`config.mk`:
```
export PLATFORM = sky130hd
export DESIGN_NAME = gpio_port_bank
export DESIGN_NICKNAME = d
export VERILOG_FILES = /design/src/rtl/gpio_bank_pkg.sv /design/src/rtl/gpio_cfg_regs.sv /design/src/rtl/gpio_pin_drive.sv /design/src/rtl/gpio_read_mux.sv /design/src/rtl/gpio_port_bank.sv
export SDC_FILE = /design/constraint.sdc
export NUM_CORES = 1
export LEC_CHECK = 0
export BUFFER_PORTS_ARGS = -buffer_cell sky130_fd_sc_hd__buf_4
export CAP_MARGIN = 30
export CORE_MARGIN = 4
export CORE_UTILIZATION = 47
export DETAILED_ROUTE_END_ITERATION = 10
export PLACE_DENSITY_LB_ADDON = 0.05
export SETUP_SLACK_MARGIN = 0.05
export SLEW_MARGIN = 30
export SYNTH_ARGS = -nofsm -noshare
export SYNTH_HDL_FRONTEND = slang
export SYNTH_SLANG_ARGS = --single-unit
export TNS_END_PERCENT = 30
```
`constraint.sdc`:
```
create_clock -name clk -period 1.5 [get_ports clk]
set_clock_uncertainty 0.1 [all_clocks]
set_input_delay 0.3 -clock clk [delete_from_list [all_inputs] [get_ports clk]]
set_output_delay 0.3 -clock clk [all_outputs]
set_load 0.01 [all_outputs]
```
`src/rtl/gpio_bank_pkg.sv`:
```
package gpio_bank_pkg;

  typedef enum logic [1:0] {
    FN_IR_OFF = 2'd0,
    FN_IR     = 2'd1,
    FN_GPIO   = 2'd2,
    FN_UART   = 2'd3
  } pin_fn_e;

  // level a pin presents when driven
  function automatic logic pin_level(input logic dat, input logic inv);
    return dat ^ inv;
  endfunction

  // value returned for one pin by a data-register read
  function automatic logic pin_readback(input logic is_in, input logic dat,
                                        input logic inv, input logic pad);
    return is_in ? (pad ^ inv) : dat;
  endfunction

  // the GPIO logic owns the pads only under the GPIO function code
  function automatic logic fn_owns_pins(input pin_fn_e fs);
    return fs == FN_GPIO;
  endfunction

endpackage

```
`src/rtl/gpio_cfg_regs.sv`:
```
module gpio_cfg_regs
  import gpio_bank_pkg::*;
#(
  parameter int PINS      = 8,
  parameter int IMPL_PINS = 8,
  parameter int REG_W     = 8,
  parameter int ADDR_W    = 8,
  parameter logic [ADDR_W-1:0] A_ENABLE = 8'h30,
  parameter logic [ADDR_W-1:0] A_MODE   = 8'h2C,
  parameter logic [ADDR_W-1:0] A_DIR    = 8'hE0,
  parameter logic [ADDR_W-1:0] A_DATA   = 8'hE1,
  parameter logic [ADDR_W-1:0] A_INV    = 8'hE2,
  parameter int EN_BIT = 0,
  parameter int PP_BIT = 6
) (
  input  logic              clk,
  input  logic              rst_n,
  input  logic              wr,
  input  logic [ADDR_W-1:0] addr,
  input  logic [REG_W-1:0]  wdata,
  output logic [PINS-1:0]   dir_q,
  output logic [PINS-1:0]   dat_q,
  output logic [PINS-1:0]   inv_q,
  output logic              en_q,
  output logic              pp_q,
  output pin_fn_e           fsel_q
);

  logic wr_dir, wr_dat, wr_inv, wr_enable, wr_mode;
  assign wr_dir    = wr && (addr == A_DIR);
  assign wr_dat    = wr && (addr == A_DATA);
  assign wr_inv    = wr && (addr == A_INV);
  assign wr_enable = wr && (addr == A_ENABLE);
  assign wr_mode   = wr && (addr == A_MODE);

  logic unused_wdata;
  assign unused_wdata = ^wdata;

  for (genvar i = 0; i < PINS; i++) begin : g_pin
    if (i < IMPL_PINS) begin : g_impl
      logic dir_r, dat_r, inv_r;
      always_ff @(posedge clk or negedge rst_n) begin
        if (!rst_n) begin
          dir_r <= 1'b1;
          dat_r <= 1'b0;
          inv_r <= 1'b0;
        end else begin
          if (wr_dir) dir_r <= wdata[i];
          if (wr_dat) dat_r <= wdata[i];
          if (wr_inv) inv_r <= wdata[i];
        end
      end
      assign dir_q[i] = dir_r;
      assign dat_q[i] = dat_r;
      assign inv_q[i] = inv_r;

      AST_DIR_WRITE_LANDS: assert property (@(posedge clk) disable iff (!rst_n)
        wr_dir |=> (dir_r == $past(wdata[i])));
    end else begin : g_absent
      assign dir_q[i] = 1'b0;
      assign dat_q[i] = 1'b0;
      assign inv_q[i] = 1'b0;
    end
  end

  always_ff @(posedge clk or negedge rst_n) begin
    if (!rst_n) begin
      en_q   <= 1'b0;
      pp_q   <= 1'b0;
      fsel_q <= FN_IR_OFF;
    end else begin
      if (wr_enable) en_q <= wdata[EN_BIT];
      if (wr_mode) begin
        pp_q   <= wdata[PP_BIT];
        fsel_q <= pin_fn_e'(wdata[1:0]);
      end
    end
  end

  AST_MODE_HOLDS_WITHOUT_WRITE: assert property (@(posedge clk) disable iff (!rst_n)
    !wr_mode |=> $stable(pp_q));

endmodule

```
`src/rtl/gpio_pin_drive.sv`:
```
module gpio_pin_drive
  import gpio_bank_pkg::*;
#(
  parameter int PINS      = 8,
  parameter int IMPL_PINS = 8
) (
  input  logic            clk,
  input  logic            rst_n,
  input  logic [PINS-1:0] dir_q,
  input  logic [PINS-1:0] dat_q,
  input  logic [PINS-1:0] inv_q,
  input  logic            en_q,
  input  logic            pp_q,
  input  pin_fn_e         fsel_q,
  output logic [PINS-1:0] pad_out,
  output logic [PINS-1:0] pad_oe
);

  logic port_live;
  assign port_live = en_q && fn_owns_pins(fsel_q);

  for (genvar i = 0; i < PINS; i++) begin : g_pin
    if (i < IMPL_PINS) begin : g_impl
      logic lvl, wants_out;
      assign lvl       = pin_level(dat_q[i], inv_q[i]);
      assign wants_out = port_live && !dir_q[i];
      assign pad_out[i] = pp_q ? lvl : 1'b0;
      assign pad_oe[i]  = pp_q ? wants_out : (wants_out && !lvl);
    end else begin : g_absent
      assign pad_out[i] = 1'b0;
      assign pad_oe[i]  = 1'b0;
    end
  end

  AST_OE_ONLY_FOR_OUTPUTS: assert property (@(posedge clk) disable iff (!rst_n)
    (pad_oe & dir_q) == '0);
  AST_OE_NEEDS_ENABLE: assert property (@(posedge clk) disable iff (!rst_n)
    !en_q |-> pad_oe == '0);
  AST_OE_NEEDS_GPIO_FN: assert property (@(posedge clk) disable iff (!rst_n)
    (fsel_q != FN_GPIO) |-> pad_oe == '0);
  AST_OD_NEVER_HIGH: assert property (@(posedge clk) disable iff (!rst_n)
    !pp_q |-> pad_out == '0);

endmodule

```
`src/rtl/gpio_read_mux.sv`:
```
module gpio_read_mux
  import gpio_bank_pkg::*;
#(
  parameter int PINS      = 8,
  parameter int IMPL_PINS = 8,
  parameter int REG_W     = 8,
  parameter int ADDR_W    = 8,
  parameter logic [ADDR_W-1:0] A_ENABLE = 8'h30,
  parameter logic [ADDR_W-1:0] A_MODE   = 8'h2C,
  parameter logic [ADDR_W-1:0] A_DIR    = 8'hE0,
  parameter logic [ADDR_W-1:0] A_DATA   = 8'hE1,
  parameter logic [ADDR_W-1:0] A_INV    = 8'hE2,
  parameter int EN_BIT = 0,
  parameter int PP_BIT = 6
) (
  input  logic [ADDR_W-1:0] addr,
  input  logic [PINS-1:0]   dir_q,
  input  logic [PINS-1:0]   dat_q,
  input  logic [PINS-1:0]   inv_q,
  input  logic              en_q,
  input  logic              pp_q,
  input  pin_fn_e           fsel_q,
  input  logic [PINS-1:0]   pad_in,
  output logic [REG_W-1:0]  rdata
);

  logic [PINS-1:0] merged;
  logic unused_pad;

  for (genvar i = 0; i < PINS; i++) begin : g_pin
    if (i < IMPL_PINS) begin : g_impl
      assign merged[i] = pin_readback(dir_q[i], dat_q[i], inv_q[i], pad_in[i]);
    end else begin : g_absent
      assign merged[i] = 1'b0;
    end
  end
  assign unused_pad = ^pad_in;

  always_comb begin
    rdata = '0;
    if (addr == A_ENABLE) begin
      rdata[EN_BIT] = en_q;
    end else if (addr == A_MODE) begin
      rdata[1:0]    = fsel_q;
      rdata[PP_BIT] = pp_q;
    end else if (addr == A_DIR) begin
      rdata[PINS-1:0] = dir_q;
    end else if (addr == A_DATA) begin
      rdata[PINS-1:0] = merged;
    end else if (addr == A_INV) begin
      rdata[PINS-1:0] = inv_q;
    end
  end

endmodule

```
`src/rtl/gpio_port_bank.sv`:
```
module gpio_port_bank
  import gpio_bank_pkg::*;
#(
  parameter int PINS      = 8,
  parameter int IMPL_PINS = 8,
  parameter int REG_W     = 8,
  parameter int ADDR_W    = 8,
  parameter logic [ADDR_W-1:0] A_ENABLE = 8'h30,
  parameter logic [ADDR_W-1:0] A_MODE   = 8'h2C,
  parameter logic [ADDR_W-1:0] A_DIR    = 8'hE0,
  parameter logic [ADDR_W-1:0] A_DATA   = 8'hE1,
  parameter logic [ADDR_W-1:0] A_INV    = 8'hE2,
  parameter int EN_BIT = 0,
  parameter int PP_BIT = 6
) (
  input  logic              clk,
  input  logic              rst_n,
  input  logic              reg_wr,
  input  logic [ADDR_W-1:0] reg_addr,
  input  logic [REG_W-1:0]  reg_wdata,
  output logic [REG_W-1:0]  reg_rdata,
  input  logic [PINS-1:0]   pad_in,
  output logic [PINS-1:0]   pad_out,
  output logic [PINS-1:0]   pad_oe
);

  logic [PINS-1:0] dir_q, dat_q, inv_q;
  logic            en_q, pp_q;
  pin_fn_e         fsel_q;

  gpio_cfg_regs #(
    .PINS(PINS), .IMPL_PINS(IMPL_PINS), .REG_W(REG_W), .ADDR_W(ADDR_W),
    .A_ENABLE(A_ENABLE), .A_MODE(A_MODE), .A_DIR(A_DIR), .A_DATA(A_DATA),
    .A_INV(A_INV), .EN_BIT(EN_BIT), .PP_BIT(PP_BIT)
  ) u_regs (
    .clk(clk), .rst_n(rst_n), .wr(reg_wr), .addr(reg_addr), .wdata(reg_wdata),
    .dir_q(dir_q), .dat_q(dat_q), .inv_q(inv_q),
    .en_q(en_q), .pp_q(pp_q), .fsel_q(fsel_q)
  );

  gpio_pin_drive #(.PINS(PINS), .IMPL_PINS(IMPL_PINS)) u_drive (
    .clk(clk), .rst_n(rst_n),
    .dir_q(dir_q), .dat_q(dat_q), .inv_q(inv_q),
    .en_q(en_q), .pp_q(pp_q), .fsel_q(fsel_q),
    .pad_out(pad_out), .pad_oe(pad_oe)
  );

  gpio_read_mux #(
    .PINS(PINS), .IMPL_PINS(IMPL_PINS), .REG_W(REG_W), .ADDR_W(ADDR_W),
    .A_ENABLE(A_ENABLE), .A_MODE(A_MODE), .A_DIR(A_DIR), .A_DATA(A_DATA),
    .A_INV(A_INV), .EN_BIT(EN_BIT), .PP_BIT(PP_BIT)
  ) u_rmux (
    .addr(reg_addr),
    .dir_q(dir_q), .dat_q(dat_q), .inv_q(inv_q),
    .en_q(en_q), .pp_q(pp_q), .fsel_q(fsel_q),
    .pad_in(pad_in), .rdata(reg_rdata)
  );

  AST_RESET_ALL_QUIET: assert property (@(posedge clk) disable iff (!rst_n)
    $rose(rst_n) |-> pad_oe == '0);

endmodule

```
==> results by group <==
Critical path
  • Crit-path cells: a21oi_1 > o2bb2ai_1 > a32o_2 > buf_6
  • Start-to-end type of the worst setup path: reg -> out
  • Element type at the critical path start: flop
  • Worst path buffer plus inverter count: 1
  • Highest cell delay on the worst timing path: 0.57 ns
  • Data arrival time at the worst-slack endpoint: 1.38 ns
  • CP top delay family: flip-flops
  • Required time of the critical path: 1.10 ns
  • Max FO, Critical Path: 4
  • Slowest cell on the critical path: sky130_fd_sc_hd__dfstp_2
  • Crit end category: primary output

Yosys
  • Ranking of synthesized cells by area: sky130_fd_sc_hd__dfrtp_1 28%, sky130_fd_sc_hd__mux2_2 17%, sky130_fd_sc_hd__dfstp_2 12%
  • Top FF cell, synth: sky130_fd_sc_hd__dfrtp_1
  • Cell Area, Synth: 1780 µm²
  • Library cell with the highest instance count after synthesis: sky130_fd_sc_hd__mux2_2
  • Per-instance average area after synthesis: 10.8 µm²
  • Synth warnings: 0
  • Mux contribution to synthesized area: 0.177
  • Proportion of register bits with asynchronous set or reset after synthesis: 1.00
  • Count of unique library cells instantiated by Yosys: 37
  • Gate Count Post-Synth: 165
  • Cell taking the most area after synthesis: sky130_fd_sc_hd__dfrtp_1
  • Sequential area share after synthesis: 0.399
  • XOR/XNOR Fraction of Synth Area: 0.0787
  • Synthesized net count: 192
  • Area share of the leading cell type in the synthesized netlist: 0.281
  • Post-synthesis compound-gate area fraction: 0.111
  • Most frequent cells after synthesis: 27 x sky130_fd_sc_hd__mux2_2, 20 x sky130_fd_sc_hd__dfrtp_1, 9 x sky130_fd_sc_hd__nand2_1
  • Combinational family with the most area after synthesis: simple AND/OR/NAND/NOR gates
  • Adder-cell share of the synthesized area: 0
  • Post-Synth Simple-Gate Area: 0.204
  • Flops & latches, synth: 28
  • Count of flip-flops with a built-in enable after synthesis: 0

STA
  • Hold slack: 0.166 ns
  • Setup-failing EPs final: 24
  • Share of the clock period used by the worst path after layout: 1.18
  • Worst slew slack as a fraction of its limit: 0.696
  • Pin slew with the least headroom to its limit: 0.456 ns
  • Final Max Slew Viols: 0
  • Worst Slack Setup Final: -0.277 ns
  • Setup repair after global routing missed its margin: yes
  • Number of endpoints with negative hold slack in the final report: 0
  • Minimum clock period after layout: 1.78 ns
  • Peak Freq: 0.563 GHz

Clocking
  • Root buffer cell: sky130_fd_sc_hd__clkbuf_8
  • Num CTS Buffers: 3
  • Clock tree from TritonCTS: yes
  • TritonCTS Sinks: 28
  • Clock transition at the register clock pins on the worst setup and hold paths after CTS: 0.10 ns
  • Insertion delay of the later-clocked pin in the worst-skew pair: 0.27 ns
  • Maximum clock path buffer count: 2
  • CTS H-tree lvls: 1

Die
  • Number of cell rows: 22
  • Area enclosed by the die boundary: 4840 µm²
  • Core region area: 3660 µm²
  • Die boundary height: 69.6 µm
  • Die X: 69.6 µm
  • Starting density of the core: 0.486
  • Boundary pin count: 51

Place
  • Half-perimeter wire length after detailed placement: 3450 µm
  • Area post-placement: 2330 µm²
  • Final RePlAce weighted congestion: 0.830
  • Number of port buffers: 50

Drt
  • Routed WL: 4810 µm
  • Post-detailed-route via-to-cell ratio: 5.42
  • Routed length per instance: 16.9 µm
  • Via total after detailed routing: 1540
  • Post-route DRC: 0
  • Detailed Route Iter0 Violations: 95
  • Number of nets with antenna violations after routing: 0
  • First-pass DRT Iterations: 4

Layout
  • Net count, final: 264
  • Filler instances: 289
  • Antenna Diode Count: 0
  • Layout Cell Area excl Fill: 2560 µm²
  • Layout cell share with drive strength beyond 1: 0.589
  • Area delta synth->final: 43.6%

Global routing
  • Largest net degree at the start of global routing: 29
  • Global-route wire length before repair: 8270 µm
  • Number of antenna violations at the first check in global routing: 0
  • Total congestion overflow after global routing: 0
  • Vias in the first global route: 1646
  • All-layer global routing usage: 0.211

Run
  • Max-capacitance violation count: 0

Power
  • Static Leakage: 1.21 nW
  • IR drop worst, VDD: 0.434 mV
  • Pwr/cell area: 634 nW/µm²

Run status
  • Outcome: complete, but fails checks
  • Violated checks: negative setup slack

Min path
  • Hold WC Path Type: in -> reg
[per-stage QoR]
stage | std cells | utilization | total power [mW] | TNS, ns | setup slack [ns]
detailed placement | 276 | 0.637 | 1.12 | -5.66 | -0.291
global route | 284 | 0.698 | 1.71 | -6.68 | -0.358
global placement | 276 | 0.637 | 1.11 | -5.55 | -0.275
floorplan | 165 | - | 0.973 | -0.184 | -0.0838
finish | 284 | 0.698 | 1.62 | -4.86 | -0.277
CTS | 282 | 0.677 | 1.61 | -4.80 | -0.277
[state kept, by name (all words and copies together) (netlist names)]
register / count
u_regs.g_pin.g_impl.dat_r: 8
u_regs.g_pin.g_impl.dir_r: 8
u_regs.g_pin.g_impl.inv_r: 8
u_regs.fsel_q: 2
u_regs.en_q: 1
u_regs.pp_q: 1
[logic make-up (layout without fill, tap and decap cells)]
family | count (synthesis) | after routing
compound gates | 27 | 27
flops | 28 | 28
simple gates | 55 | 55
xor+xnor | 16 | 16
mux | 28 | 28
buf+inv | 11 | 82
[path summary, 6_finish.rpt]
| path | from | end | slack [ns] | cells past startpoint |
|---|---|---|---|---|
| max | u_regs.g_pin[6].g_impl.dir_r | reg_rdata[6] | -0.28 | 4 |
| min | reg_wdata[1] | u_regs.g_pin[1].g_impl.inv_r | 0.17 | 2 |
| max reg2reg | u_regs.g_pin[6].g_impl.inv_r | u_regs.g_pin[6].g_impl.inv_r | 0.48 | 2 |
| min reg2reg | u_regs.fsel_q[1] | u_regs.fsel_q[1] | 0.45 | 1 |
| max in group asynchronous | rst_n | u_regs.g_pin[4].g_impl.dir_r | 0.62 | 2 |
| min in group asynchronous | rst_n | u_regs.g_pin[2].g_impl.dat_r | 0.37 | 2 |
[worst reg2reg max path, delay by kind of cell (launching register included)]
| family | cells | cell delay, ns |
|---|---|---|
| muxes | 1 | 0.25 |
| DFF | 1 | 0.44 |
| buffers and inverters | 1 | 0.14 |
[placed cells by master, fill, tap and decap left out, types with 4 or more instances in the layout]
cell                        n
sky130_fd_sc_hd__buf_4     69
sky130_fd_sc_hd__mux2_2    27
sky130_fd_sc_hd__dfrtp_1   16
sky130_fd_sc_hd__and2_1     9
sky130_fd_sc_hd__nand2_1    9
sky130_fd_sc_hd__nor2_1     8
sky130_fd_sc_hd__dfstp_2    8
sky130_fd_sc_hd__a211oi_2   7
sky130_fd_sc_hd__a21oi_1    6
sky130_fd_sc_hd__xnor2_1    6
sky130_fd_sc_hd__nand2b_1   6
sky130_fd_sc_hd__nor3b_1    6
sky130_fd_sc_hd__o31a_1     5
sky130_fd_sc_hd__xor2_2     5
sky130_fd_sc_hd__buf_6      5
sky130_fd_sc_hd__clkbuf_8   4
sky130_fd_sc_hd__dfrtp_2    4
[report_power, final]
part | internal, mW | total [mW] | switching, mW
Combinational | 0.163 | 0.302 | 0.139
Clock | 0.235 | 0.473 | 0.238
Sequential | 0.800 | 0.845 | 0.0448
[repair_timing]
| action | CTS | global route |
|---|---|---|
| setup buffers | 1 | 2 |
| gates resized for setup | 17 | 12 |
| endpoints found under the setup margin | 24 | 24 |
| hold endpoints to repair | 20 | 0 |
| hold buffers | 1 | 0 |
| pin swaps | 20 | 9 |
[cell type report]
| class | instances | area (µm²) | share of cell area |
|---|---|---|---|
| repair buffers | 75 | 584 | 0.229 |
| well taps | 48 | 60.1 | 0.0235 |
| multi-input cells | 126 | 1130 | 0.442 |
| flip-flops and latches | 28 | 716 | 0.280 |
| inverters | 3 | 11.3 | 0.00441 |
| clock buffers | 4 | 55.1 | 0.0215 |
[metal layers]
metal / part of all wire / GRT usage / vias up
met5: 0 / 0 / -
met4: 0.0071 / 0.0390 / 0
met3: 0.046 / 0.0304 / 4
met2: 0.50 / 0.362 / 41
met1: 0.44 / 0.283 / 758
li1: - / - / 737
Power figures use the tool's default switching activity.
